`config.mk`:
```
export PLATFORM = sky130hd
export DESIGN_NAME = serctl_port
export DESIGN_NICKNAME = d
export VERILOG_FILES = /design/src/rtl/scp_pkg.sv /design/src/rtl/scp_sync.sv /design/src/rtl/scp_frame.sv /design/src/rtl/scp_regfile.sv /design/src/rtl/serctl_port.sv
export SDC_FILE = /design/constraint.sdc
export NUM_CORES = 1
export LEC_CHECK = 0
export ABC_AREA = 1
export BUFFER_PORTS_ARGS = -buffer_cell sky130_fd_sc_hd__clkbuf_2
export CAP_MARGIN = 20
export CORE_MARGIN = 2
export CORE_UTILIZATION = 41
export CTS_BUF_LIST = sky130_fd_sc_hd__clkbuf_8
export DETAILED_ROUTE_END_ITERATION = 10
export GPL_TIMING_DRIVEN = 1
export PLACE_DENSITY_LB_ADDON = 0.3
export SYNTH_ARGS = -nofsm -noshare
export SYNTH_HDL_FRONTEND = slang
export SYNTH_HIERARCHICAL = 1
export SYNTH_SLANG_ARGS = --single-unit
```
`constraint.sdc`:
```
create_clock -name clk -period 2.4 [get_ports clk]
set_clock_uncertainty 0.05 [all_clocks]
set_input_delay 0.12 -clock clk [delete_from_list [all_inputs] [get_ports clk]]
set_output_delay 0.12 -clock clk [all_outputs]
set_load 0.02 [all_outputs]
```
`src/rtl/scp_pkg.sv`:
```
// Package: shared constants and the per-register storage mask for the
// serial configuration port. Assumes 3-bit addresses and 8-bit registers.
package scp_pkg;
    localparam int REG_W     = 8;
    localparam int ADDR_W    = 3;
    localparam int FRAME_LEN = 1 + ADDR_W + REG_W;
    localparam int CNT_W     = $clog2(FRAME_LEN + 1);

    // Bits that hold storage in register idx; the rest read as zero.
    function automatic logic [REG_W-1:0] reg_wmask(input int idx);
        case (idx)
            2:       return 8'hF0;
            3, 4:    return 8'hF8;
            default: return 8'hFF;
        endcase
    endfunction
endpackage

```
`src/rtl/scp_sync.sv`:
```
// Module: multi-stage synchroniser for a vector of asynchronous inputs.
// Assumes STAGES >= 2; each bit is synchronised independently.
module scp_sync #(
    parameter int              W       = 1,
    parameter int              STAGES  = 2,
    parameter logic [W-1:0]    RST_VAL = '0
) (
    input  logic         clk,
    input  logic         rst_n,
    input  logic [W-1:0] din,
    output logic [W-1:0] dout
);
    logic [STAGES-1:0][W-1:0] pipe;

    // Shift the raw inputs through the synchroniser chain.
    always_ff @(posedge clk) begin
        if (!rst_n) begin
            for (int s = 0; s < STAGES; s++) pipe[s] <= RST_VAL;
        end else begin
            pipe[0] <= din;
            for (int s = 1; s < STAGES; s++) pipe[s] <= pipe[s-1];
        end
    end

    assign dout = pipe[STAGES-1];
endmodule

```
`src/rtl/scp_frame.sv`:
```
// Module: serial frame engine. Finds shift-clock edges in the synchronised
// inputs, collects direction, address and data bits on rising edges, issues a
// one-cycle write strobe after the last bit, and shifts read data out on
// falling edges. Assumes inputs are already synchronised to clk.
module scp_frame
    import scp_pkg::*;
#(
    parameter int NUM_REGS = 6
) (
    input  logic              clk,
    input  logic              rst_n,
    input  logic              sen_s,
    input  logic              sclk_s,
    input  logic              sdi_s,
    input  logic [REG_W-1:0]  rd_data,
    output logic [ADDR_W-1:0] addr,
    output logic              wr_strobe,
    output logic [REG_W-1:0]  wr_data,
    output logic              sdo,
    output logic              sdo_oe
);
    localparam logic [CNT_W-1:0] C_ADDR_END = CNT_W'(ADDR_W);
    localparam logic [CNT_W-1:0] C_DATA0    = CNT_W'(ADDR_W + 1);
    localparam logic [CNT_W-1:0] C_LAST     = CNT_W'(FRAME_LEN - 1);
    localparam logic [CNT_W-1:0] C_END      = CNT_W'(FRAME_LEN);

    logic              sclk_q;
    logic              rise, fall, active, mapped;
    logic [CNT_W-1:0]  cnt;
    logic              is_write;
    logic [ADDR_W-1:0] addr_q;
    logic [REG_W-1:0]  in_sh;
    logic [REG_W-1:0]  out_sh;

    // Remember the previous shift-clock level for edge detection.
    always_ff @(posedge clk) begin
        if (!rst_n) sclk_q <= 1'b0;
        else        sclk_q <= sclk_s;
    end

    assign rise   = sclk_s & ~sclk_q;
    assign fall   = ~sclk_s & sclk_q;
    assign active = ~sen_s;
    assign mapped = {1'b0, addr_q} < (ADDR_W+1)'(NUM_REGS);

    // Frame sequencing: bit capture, write commit and read shift-out.
    always_ff @(posedge clk) begin
        if (!rst_n) begin
            cnt       <= '0;
            is_write  <= 1'b0;
            addr_q    <= '0;
            in_sh     <= '0;
            out_sh    <= '0;
            wr_strobe <= 1'b0;
            wr_data   <= '0;
            sdo_oe    <= 1'b0;
        end else begin
            wr_strobe <= 1'b0;
            if (!active) begin
                cnt    <= '0;
                sdo_oe <= 1'b0;
            end else if (rise && cnt < C_END) begin
                cnt <= cnt + 1'b1;
                if (cnt == '0)              is_write <= sdi_s;
                else if (cnt <= C_ADDR_END) addr_q   <= {addr_q[ADDR_W-2:0], sdi_s};
                else                        in_sh    <= {in_sh[REG_W-2:0], sdi_s};
                if (cnt == C_LAST && is_write && mapped) begin
                    wr_strobe <= 1'b1;
                    wr_data   <= {in_sh[REG_W-2:0], sdi_s};
                end
            end else if (fall && !is_write) begin
                if (cnt == C_DATA0) begin
                    out_sh <= rd_data;
                    sdo_oe <= 1'b1;
                end else if (cnt > C_DATA0 && cnt < C_END) begin
                    out_sh <= {out_sh[REG_W-2:0], 1'b0};
                end else if (cnt == C_END) begin
                    sdo_oe <= 1'b0;
                end
            end
        end
    end

    assign addr = addr_q;
    assign sdo  = sdo_oe & out_sh[REG_W-1];
endmodule

```
`src/rtl/scp_regfile.sv`:
```
// Module: configuration register file with per-register storage masks,
// a standby clear and a zero-filling read mux for unimplemented addresses.
// Assumes NUM_REGS <= 2**ADDR_W.
module scp_regfile
    import scp_pkg::*;
#(
    parameter int NUM_REGS = 6
) (
    input  logic                      clk,
    input  logic                      rst_n,
    input  logic                      clr,
    input  logic                      wr_en,
    input  logic [ADDR_W-1:0]         addr,
    input  logic [REG_W-1:0]          wr_data,
    output logic [REG_W-1:0]          rd_data,
    output logic [NUM_REGS*REG_W-1:0] cfg_flat
);
    logic [REG_W-1:0] regs [NUM_REGS];

    for (genvar i = 0; i < NUM_REGS; i++) begin : g_reg
        // Hold one register; clear has priority over a write.
        always_ff @(posedge clk) begin
            if (!rst_n || clr)
                regs[i] <= '0;
            else if (wr_en && addr == ADDR_W'(i))
                regs[i] <= wr_data & reg_wmask(i);
        end
        assign cfg_flat[i*REG_W +: REG_W] = regs[i];
    end

    // Select the addressed register, zero for unimplemented addresses.
    always_comb begin
        rd_data = '0;
        for (int i = 0; i < NUM_REGS; i++)
            if (addr == ADDR_W'(i)) rd_data = regs[i];
    end
endmodule

```
`src/rtl/serctl_port.sv`:
```
// Module: top of the serial configuration port. Synchronises the serial
// lines, runs the frame engine and holds the register file. Assumes clk is
// at least four times the shift-clock rate.
module serctl_port
    import scp_pkg::*;
#(
    parameter int NUM_REGS    = 6,
    parameter int SYNC_STAGES = 2
) (
    input  logic                      clk,
    input  logic                      rst_n,
    input  logic                      comm_mode,
    input  logic                      mod_enable,
    input  logic                      sen_n,
    input  logic                      sclk,
    input  logic                      sdi,
    output logic                      sdo,
    output logic                      sdo_oe,
    output logic [NUM_REGS*REG_W-1:0] cfg_regs
);
    logic              sen_s, sclk_s, sdi_s;
    logic              clr_req;
    logic              wr_strobe;
    logic [ADDR_W-1:0] addr;
    logic [REG_W-1:0]  wr_data;
    logic [REG_W-1:0]  rd_data;

    assign clr_req = ~comm_mode & mod_enable;

    scp_sync #(.W(3), .STAGES(SYNC_STAGES), .RST_VAL(3'b100)) sync_i (
        .clk  (clk),
        .rst_n(rst_n),
        .din  ({sen_n, sclk, sdi}),
        .dout ({sen_s, sclk_s, sdi_s})
    );

    scp_frame #(.NUM_REGS(NUM_REGS)) frame_i (
        .clk      (clk),
        .rst_n    (rst_n),
        .sen_s    (sen_s),
        .sclk_s   (sclk_s),
        .sdi_s    (sdi_s),
        .rd_data  (rd_data),
        .addr     (addr),
        .wr_strobe(wr_strobe),
        .wr_data  (wr_data),
        .sdo      (sdo),
        .sdo_oe   (sdo_oe)
    );

    scp_regfile #(.NUM_REGS(NUM_REGS)) regs_i (
        .clk     (clk),
        .rst_n   (rst_n),
        .clr     (clr_req),
        .wr_en   (wr_strobe),
        .addr    (addr),
        .wr_data (wr_data),
        .rd_data (rd_data),
        .cfg_flat(cfg_regs)
    );
endmodule

```
[Yosys cells after proc, flatten, opt, wreduce, memory -nomap -nowiden]
Memory sizes are Yosys's and may differ from the RTL's.
Index checks and enable logic that the tools add are counted.
Word-level totals
  memories: 1
  output and inout bits: 50
  memory bits (writable): 48
  logic and storage cells: 108
  flip-flop bits (word level): 40
  input bits: 7
Cells by class
  bitwise gates (word level): 18
  multiplexer cells: 38
  order comparisons: 4
  $add $sub $neg: 1
  equal/unequal tests: 9
  reductions and logical operators: 26
Memories
  regs_i.regs: words 6, width 8, rd ports 6, clocked after Yosys merged registers in 0, wr ports 6, line scp_regfile.sv:18  | logic [REG_W-1:0] regs [NUM_REGS];
Operators by type and width (number)
  2-to-1 mux 8 bit: 14
  2-to-1 mux 1 bit: 24
  AND reduction 4 bit: 4
  logical AND 1 bit: 11
  == test 4 bit, second input constant: 2
  inverter 1 bit: 8
  == test 3 x 2 -> 1 bit, second input constant: 2
  == test 3 bit, second input constant: 2
  OR 1 bit: 6
  AND reduction 3 bit: 2
  adder 4 x 1 -> 4 bit, second input constant: 1
  AND 1 bit: 4
  == test 4 x 3 -> 1 bit, second input constant: 1
  greater-than comparator 4 x 3 -> 1 bit, second input constant: 1
  <= comparator 4 x 2 -> 1 bit, second input constant: 1
  zero test 4 bit: 1
  < comparator 4 bit, second input constant: 1
  nonzero test 2 bit: 2
  == test 3 x 1 -> 1 bit, second input constant: 1
  zero test 3 bit: 1
  < comparator 3 bit, second input constant: 1
  OR reduction 3 bit: 1
  zero test 1 bit: 2
  != test 2 x 1 -> 1 bit, second input constant: 1
  2 further kinds: 2

[Longest topological paths before layout]
  word-level depth: 8
  depth in mapped cells: 10
  gate-level depth less buffers: 10

[Cells and area by module]
Netlist, hierarchy kept.
Modules (own cells, without submodules)
  scp_regfile: area each 1881.8 µm², times used 1, cells each 190
  scp_frame: area each 1634.1 µm², times used 1, cells each 237
  scp_sync: area each 187.7 µm², times used 1, cells each 21
  serctl_port: area each 10.0 µm², times used 1, cells each 2

[Worst setup path after synthesis]
No wires, ideal clock.
  path type: flip-flop to flip-flop
  from: register frame_i.addr_q[2], in the netlist frame_i/addr[2]
  to: memory regs_i.regs[5][2], in the netlist regs_i/regs[2][10] (enable)
  required time: 1.966 ns
  setup slack: 0.503 ns
  cell stages (with the launch flop): 3
  clock period less this slack: 1.897 ns
  arrival time: 1.463 ns
  library setup time: 0.384 ns
  path through: dfxtp_1 > nand3_2 > o21ai_0
RTL lines
  start, declared: line scp_frame.sv:31  | logic [ADDR_W-1:0] addr_q;
  start signal, assigned: line scp_frame.sv:65  | else if (cnt <= C_ADDR_END) addr_q <= {addr_q[ADDR_W-2:0], sdi_s};
  end, declared: line scp_regfile.sv:18

==> flow_metrics.py <==
metrics = {
    "power_and_ir_drop": {
        "total_power_mw": 2.450,
        "pwr-share-seq_pct": 59.0,
        "peakVddDrop_uv": 285.6,
        "p_per_area_nw_per_um2": 585.0,
        "power.switching_uw": 612.7,
        "p_sw_share_pct": 25.01,
        "pwr-share-clk_pct": 34.6,
        "p_int_mw": 1.838,
        "combPwrFrac_pct": 6.4,
        "p_leak_nw": 1.822,
    },
    "place": {
        "post-place-cells": 596,
        "port_buffers": 46,
        "hpwl_mm": 6.058,
        "gp_congestion": 0.8206,
        "dp_slack_ns": 0.4199,
    },
    "timing": {
        "post-route-period-util_pct": 83.14,
        "rsz0062_at_grt": "false",
        "period_needed_ns": 1.995,
        "max_clock_freq_mhz": 501.2,
        "hold_viol": 0,
        "timing.setup.tns_ns": 0,
        "fin_hold_ws_ns": 0.1624,
        "finalMaxSlewViolations": 0,
        "setup_ws_ns": 0.4046,
        "relSlewSlack_pct": 52.53,
        "setup_viol": 0,
        "worst_slew_pin_slew_ns": 0.7046,
    },
    "cells_and_area": {
        "fillCellCount": 863,
        "final_common_cell": "nor2_1",
        "fin_nets": 511,
        "final_cell_mix": "nor2_1, nand2_1, inv_1, clkbuf_2, dfxtp_1",
        "synthToLayoutAreaGrowth_pct": 12.80,
        "diodes": 0,
        "drive_gt1_share_pct": 18.34,
        "finalNonFillerCells": 615,
    },
    "global_routing": {
        "met2_usage_pct": 26.46,
        "track_usage_pct": 16.79,
        "use_met3_pct": 3.443,
        "grt_start_max_net_pins": 22,
        "gr-usage-met1_pct": 22.82,
        "grt_pass1_wl_mm": 12.90,
        "antenna_found_initial": 0,
        "grt_pass1_vias": 2719,
        "top_usage_layer": "met2",
        "gr-total-overflow": 0,
    },
    "synth": {
        "ys_types": 28,
        "netlist_instances": 450,
        "synth_warnings": 6,
        "synth-seq-cells": 78,
        "yosysSeqAreaShare_pct": 52.29,
        "avgSynthCellArea_um2": 8.252,
        "netlist_area_um2": 3714,
    },
    "setup_path": {
        "crit_required_ns": 2.34,
        "critical_path.max_fanout": 8,
        "worstPathCellList": "inv_2 > nor2_4 > nand2_2 > o21ai_0",
        "cp_slowest_cell": "dfxtp_1",
        "setup.worst_path.class": "register to register",
        "slowest_delay_ns": 0.60,
        "path_buf_inv": 1,
        "cp-end-kind": "register",
        "critical-path-top-delay-family": "flip-flops",
        "startpoint_type": "register",
        "critical_path_arrival_ns": 1.94,
        "r2r_slack_ns": 0.40,
    },
    "outcome": {
        "outcome": "finished, final reports clean",
    },
    "routing": {
        "dr_total_vias": 3004,
        "wl_per_cell_um": 13.04,
        "drt_wl_total_mm": 8.020,
        "vias_per_cell": 4.885,
        "remaining_drc_errors": 0,
        "drt-pass1-iter-count": 5,
        "final_antenna_net_count": 0,
        "drt_iter0_markers": 163,
    },
    "clock_network": {
        "h-tree-depth": 3,
        "cts.hold.buffers_added": 3,
        "cts_setup_buffers": 0,
        "cts_root_buf": "clkbuf_8",
        "cts_tree": "yes",
        "numClockSinks": 78,
        "clk_latency_ns": 0.35,
        "clkTransAtPathRegs_ns": 0.09,
        "cts_made_buffers": 9,
        "cts_buffer_depth": 2,
        "ctsResizeCount": 0,
    },
    "floorplanning": {
        "die-area_um2": 9835,
        "ioPinCount": 57,
        "num_rows": 34,
        "start_util_pct": 42.38,
        "core_um2": 8763,
        "dieWidth_um": 99.17,
        "die_h_um": 99.17,
    },
    "run": {
        "maxCapViolCount": 0,
    },
    "worst_hold_path": {
        "hp-class": "input pin to register",
    },
}
path summary, 6_finish.rpt:
path / startpoint / end / cells past startpoint
worst min register to register: sync_i/pipe[2] / sync_i/dout[2] / 2
worst max-delay path: frame_i/addr[1] / regs_i/regs[1][12] / 4
worst max register to register: frame_i/addr[1] / regs_i/regs[1][12] / 4
worst min-delay path: rst_n / sync_i/pipe[0] / 3
worst reg2reg max path, delay by kind of cell (launching register included):
kind / cells / cell delay, ns
AO/OA/AOI/OAI: 1 / 0.57
AND/OR/NAND/NOR: 2 / 0.27
buffers and inverters: 1 / 0.15
flip-flops: 1 / 0.60
per-layer routing:
layer / up-vias / wire (um)
met5: - / 0
met4: 0 / 144
met3: 13 / 591
met2: 113 / 3753
met1: 1376 / 3532
li1: 1502 / -
cell usage after synthesis (all sizes together):
cell,n,share of area (%)
o21ai,20,2.7
nand4,15,2.5
ha,2,0.67
edfxtp,38,31
xor2,1,0.24
nand2,89,9.9
dfxtp,40,22
nand3,31,5.1
clkbuf,1,0.10
nor3,4,1.4
inv,65,6.6
nor2,112,13
or2,1,0.17
buf,21,4.2
a21oi,9,1.2
conb,1,0.10
layout make-up:
type	count	area (um2)	share of cell area, %
multi-input cells	294	1400	33.42
repair buffers	54	297.8	7.109
clock inverters	7	43.79	1.045
inverters	65	246.5	5.884
flip-flops and latches	78	1942	46.36
clock buffers	9	123.9	2.957
well taps	108	135.1	3.226
cell families (layout without fill, tap and decap cells):
group                    count (synthesis)  count (layout)  share of synthesized area (%)
AND/OR/NAND/NOR                        252             252                          31.87
buffers and inverters                   87             135                          10.92
flip-flops                              78              78                          52.29
AO/OA/AOI/OAI                           29              29                          3.908
adder cells (fa/ha/maj)                  2               2                         0.6737
other                                    1              10                         0.1010
XOR/XNOR                                 1               1                         0.2359
flip-flops by register name (all words and copies together), names as in the netlist:
name	flops
frame_i/wr_strobe	1
frame_i/out_sh	8
frame_i/in_sh	7
sync_i/dout	3
frame_i/addr	3
frame_i/is_write	1
frame_i/sclk_q	1
frame_i/wr_data	8
frame_i/sdo_oe	1
frame_i/cnt	4
sync_i/pipe	3
regs_i/regs	38
power by group through the flow:
stage,Clock [mW],Combinational (mW),Sequential [mW]
floorplan,0,0.0806,1.51
global placement,0,0.151,1.48
detailed placement,0,0.153,1.48
CTS,0.879,0.157,1.45
global route,0.936,0.171,1.45
finish,0.848,0.156,1.45
metrics by stage:
stage               utilization [%]  cell area, um2
finish                        47.80            4189
global route                  47.80            4189
CTS                           47.80            4189
detailed placement            45.55            3991
global placement              45.55            3991
floorplan                         -            3747
Note: power is estimated with default switching activity, not from simulation.
